`src/rtl/subcarrier_dds.sv`:
```
module subcarrier_dds #(
  parameter int PHASE_W = 32,
  parameter int FIELD_W = 3,
  parameter logic [PHASE_W-1:0] FREQ_RST = 32'h21F07C16
) (
  input  logic               clk,
  input  logic               rst_n,
  input  logic               field_start,
  input  logic               pal_sel,
  input  logic [1:0]         mode,
  input  logic               phase_req,
  input  logic               freq_wr,
  input  logic [PHASE_W-1:0] freq_in,
  output logic [PHASE_W-1:0] phase,
  output logic [FIELD_W-1:0] field_num,
  output logic               reload_pulse
);
  localparam logic [FIELD_W-1:0] LAST_NTSC = FIELD_W'(3);
  localparam logic [FIELD_W-1:0] LAST_PAL  = FIELD_W'(7);

  logic [PHASE_W-1:0] freq_q;
  logic               pend_q;
  logic [FIELD_W-1:0] last_fld;
  logic               wrap, auto_mode, req_mode, reload;

  assign last_fld  = pal_sel ? LAST_PAL : LAST_NTSC;
  assign wrap      = field_num >= last_fld;
  assign auto_mode = ~mode[0];
  assign req_mode  = (mode == 2'b01);
  assign reload    = field_start & ((auto_mode & wrap) | (req_mode & pend_q));

  always_ff @(posedge clk or negedge rst_n) begin
    if (!rst_n) begin
      freq_q       <= FREQ_RST;
      phase        <= '0;
      field_num    <= '0;
      pend_q       <= 1'b0;
      reload_pulse <= 1'b0;
    end else begin
      if (freq_wr) freq_q <= freq_in;
      phase        <= reload ? '0 : phase + freq_q;
      reload_pulse <= reload;
      pend_q       <= req_mode & (phase_req | (pend_q & ~field_start));
      if (field_start)
        field_num <= (reload | wrap) ? '0 : field_num + 1'b1;
    end
  end

  assert_pulse_phase_zero_R9: assert property (@(posedge clk) disable iff (!rst_n)
    reload_pulse |-> (phase == '0));
  assert_pulse_after_field_R9: assert property (@(posedge clk) disable iff (!rst_n)
    $past(rst_n) && reload_pulse |-> $past(field_start));
  assert_track_no_reload_R6: assert property (@(posedge clk) disable iff (!rst_n)
    $past(rst_n) && reload_pulse |-> ($past(mode) != 2'b11));
  assert_accumulate_R2: assert property (@(posedge clk) disable iff (!rst_n)
    $past(rst_n) && !reload_pulse |-> (phase == $past(phase) + $past(freq_q)));
  assert_field_stable_R4: assert property (@(posedge clk) disable iff (!rst_n)
    $past(rst_n) && !$past(field_start) |-> $stable(field_num));
  assert_ntsc_range_R4: assert property (@(posedge clk) disable iff (!rst_n)
    field_start && !pal_sel |=> (field_num < FIELD_W'(4)));
endmodule

```
`config.mk`:
```
export PLATFORM = sky130hd
export DESIGN_NAME = subcarrier_dds
export DESIGN_NICKNAME = d
export VERILOG_FILES = /design/src/rtl/subcarrier_dds.sv
export SDC_FILE = /design/constraint.sdc
export NUM_CORES = 1
export LEC_CHECK = 0
export BUFFER_PORTS_ARGS = -buffer_cell sky130_fd_sc_hd__clkbuf_2
export CAP_MARGIN = 20
export CELL_PAD_IN_SITES_DETAIL_PLACEMENT = 1
export CELL_PAD_IN_SITES_GLOBAL_PLACEMENT = 2
export CORE_AREA = 2 2 116 118
export CTS_BUF_LIST = sky130_fd_sc_hd__clkbuf_2
export CTS_CLUSTER_SIZE = 8
export DETAILED_ROUTE_END_ITERATION = 10
export DIE_AREA = 0 0 118 120
export GPL_TIMING_DRIVEN = 0
export PLACE_DENSITY = 0.84
export SLEW_MARGIN = 20
export SYNTH_ARGS = -nofsm -noshare
export SYNTH_HDL_FRONTEND = slang
export SYNTH_SLANG_ARGS = --single-unit
```
`constraint.sdc`:
```
create_clock -name clk -period 2.3 [get_ports clk]
set_clock_uncertainty 0.15 [all_clocks]
set_input_delay 0.46 -clock clk [delete_from_list [all_inputs] [get_ports clk]]
set_output_delay 0.46 -clock clk [all_outputs]
set_load 0.05 [all_outputs]
```
==> key figures <==
Status
  • Status: finished, violations left
  • Failing checks: negative setup slack

Clocking
  • CTS Buf Count: 9
  • Htree depth: 3
  • Skew-Pair Late Insertion Delay: 0.59 ns
  • Max clock buf depth: 2
  • Root Driver: clkbuf_2
  • CTS tree: built
  • Clock Sinks: 69
  • Reg clk slew, reported paths: 0.21 ns

Finish
  • Post-layout nets: 634
  • Synthesis-to-finish area growth: 43.62%
  • Commonest non-fill, non-tap cells in the layout: clkbuf_2, dfrtp_1, nor2_1, dlygate4sd3_1, mux2_2
  • Cell Count, Final, Fillers Out: 741
  • Antenna diodes: 0
  • Leading cell type in the layout, fill and taps excluded: clkbuf_2
  • Layout cells sized above 1: 43.72%

Floorplanning
  • Starting density of the core: 32.26%
  • Core area: 12980 um^2
  • Die W: 118 um
  • Num rows: 42
  • Die H: 120 um
  • DIE AREA: 14160 um^2
  • Io pins: 76

Drt
  • DR WL/cell: 15.97 um
  • Vias: 3713
  • Routed WL: 11.84 mm
  • Drt pass-1 iters: 4
  • DRT iter0 DRCs: 74
  • DRC Markers: 0
  • Final ANT Viol Nets: 0
  • Vias/cell: 5.011

Min path
  • Worst Hold Path EP: freq_q[22]
  • Hold Path Origin: freq_wr
  • Hold Path Class: input port to register
  • Hold Path Stages: 2

Global route
  • First-pass GRT wire length: 19.11 mm
  • GR Util All Layers: 17.03%
  • Initial antenna violation count: 0
  • GRT overflow: 0
  • Pin count of the biggest net entering global routing: 41
  • Vias in the first global route: 3878

Job
  • Max-Cap Viols: 0

Setup path
  • R2R setup slack: -0.35 ns
  • CP delay by family, top: compound AO/OA/AOI/OAI gates
  • Endpoint kind of the worst setup timing path: register
  • Reg2reg start: phase[0]
  • Slowest library cell on the worst path: dfrtp_2
  • FF-to-FF End: phase[18]
  • Type of origin of the critical path: register
  • Crit-path cells: ha_4 -> fa_2 -> a21o_1 -> a31oi_4 -> nor4_4 -> a41o_1 -> buf_6 -> a21boi_4 -> buf_4 -> xor2_1 -> nor2_1
  • CP Data Arrival Time: 2.96 ns
  • Crit path max fanout: 3
  • Buffers and inverters on the worst path: 2
  • Worst setup path category: register to register
  • Worst EP required: 2.62 ns
  • Worst r2r path cells: 11
  • Crit-path max cell delay: 0.47 ns

Synthesis
  • FF+latch count, synth: 69
  • Post-synthesis sequential area ratio: 41.65%
  • Top area cells in the synthesized netlist: dfrtp_1, ha_1, dfstp_2, mux2_2, nor2_1
  • Synth cell types: 60
  • Syn nets: 487
  • Asr flop ratio synth: 100.0%
  • Yosys top cell by area: dfrtp_1
  • Post-Syn Area per Cell: 10.14 um^2
  • Post-synth EDFFs: 0
  • Cell Area, Synth: 4188 um^2
  • Area share of the largest cell type after synthesis: 32.87%
  • Main synth FF type: dfrtp_1
  • Syn Inst Count: 413
  • Synth warn: 0

Timing
  • Hold slack: 0.1398 ns
  • Worst Setup Slack, final: -0.3467 ns
  • Setup_tns: -4.124 ns
  • RSZ-0062 raised after global routing: true
  • Worst slew margin: 56.36%
  • Final setup viols: 23
  • Hold Vio Cnt, Final: 0
  • Fin crit period: 2.647 ns
  • Max Slew Vio Count: 0
  • Worst-Margin Slew: 0.6545 ns
  • Period Utilization, post-route: 115.1%
  • FMAX: 377.8 MHz

Power
  • Power per cell area: 1559 nW/um^2
  • Total power: 0.009380 W
  • Worst vdd ir: 0.5485 mV
  • Leakage power: 2.667 nW

Placement
  • Placed cells: 664
  • Hpwl dp: 8.197 mm
  • Post-Place Worst Slack: -0.5172 ns
  • Port Buffers: 74
  • Placer Congestion: 0.8011
cell families (layout without fill, tap and decap cells):
group                    after synthesis  in the layout  synth area share, %
buffers and inverters                 28            180                2.749
AND/OR/NAND/NOR                      111            111                12.16
flip-flops                            69             69                41.65
XOR/XNOR                              20             20                4.183
adder cells (fa/ha/maj)               34             34                10.34
AO/OA/AOI/OAI                        113            113                18.88
multiplexers                          38             38                10.04
sequential cells by signal, indices dropped and copies added, names as in the netlist:
name	cells
phase	32
pend_q	1
field_num	3
reload_pulse	1
freq_q	32
report_power, final:
group / internal [W] / leakage, nW / switching [W] / total (W)
sequential: 0.00167 / 0.786 / 0.000317 / 0.00199
combinational: 0.00259 / 1.80 / 0.00399 / 0.00659
clock: 0.000354 / 0.0808 / 0.000454 / 0.000808
total: 0.00462 / 2.67 / 0.00476 / 0.00938
layer usage:
metal / track usage (%) / vias up / share of wire, %
met5: 0 / - / 0
met4: 7.380 / 0 / 1.6
met3: 3.612 / 12 / 3.8
met2: 28.27 / 66 / 50
met1: 21.44 / 1840 / 45
li1: - / 1795 / -
timing repair:
item,in CTS,in global routing
hold buffers,36,0
hold endpoints to repair,75,0
setup endpoints to repair,31,29
buffers inserted,16,13
pin swaps,36,29
resized for setup,41,31
synthesized netlist by cell type, drive strengths merged (2+ instances only):
library cell and instances:
and3 3, o211ai 6, nor2b 2, and2 5
inv 14, a41o 2, dfstp 14, a31oi 2
a211o 3, xor2 10, mux2i 6, nor3 6
o21a 2, mux2 32, a21oi 33, a21o 11
o2bb2ai 2, a211oi 5, o21ai 24, nand4 5
nor2 42, clkbuf 7, or3 2, o31ai 2
a21boi 3, nor4 3, nand3 10, o21bai 5
buf 7, ha 33, a221oi 2, dfrtp 55
xnor2 10, a2111oi 3, nand2 28
final cells by class:
cell class,instances,area [um^2]
fillers,1479,6965
clock inverters,6,77.57
well taps,176,220.2
plain buffers,12,77.57
inverters,14,52.55
repair buffers,138,978.4
flip-flops and latches,69,1764
clock buffers,10,50.05
multi-input cells,316,2794
stage by stage:
stage,cell area [um^2],utilization [%]
floorplan,4375,-
global placement,4966,38.26
detailed placement,4989,38.43
CTS,5786,44.57
global route,6015,46.34
finish,6015,46.34
worst reg2reg max path, cell delays in order, from the launching register on:
cell and delay (ns):
dfrtp_2 0.47, ha_4 0.17, fa_2 0.36, a21o_1 0.20, a31oi_4 0.20, nor4_4 0.06
a41o_1 0.27, buf_6 0.14, a21boi_4 0.17, buf_4 0.13, xor2_1 0.13, nor2_1 0.05
worst max-delay path by stage:
stage,from,endpoint,cells after the start
3_5_place_dp,pal_sel,phase[15],10
2_1_floorplan,phase[0],phase[28],9
4_1_cts,phase[0],phase[28],9
5_1_grt,phase[0],phase[20],10
3_3_place_gp,pal_sel,phase[25],10
6_report,phase[0],phase[18],11
Note: power is estimated with default switching activity, not from simulation.
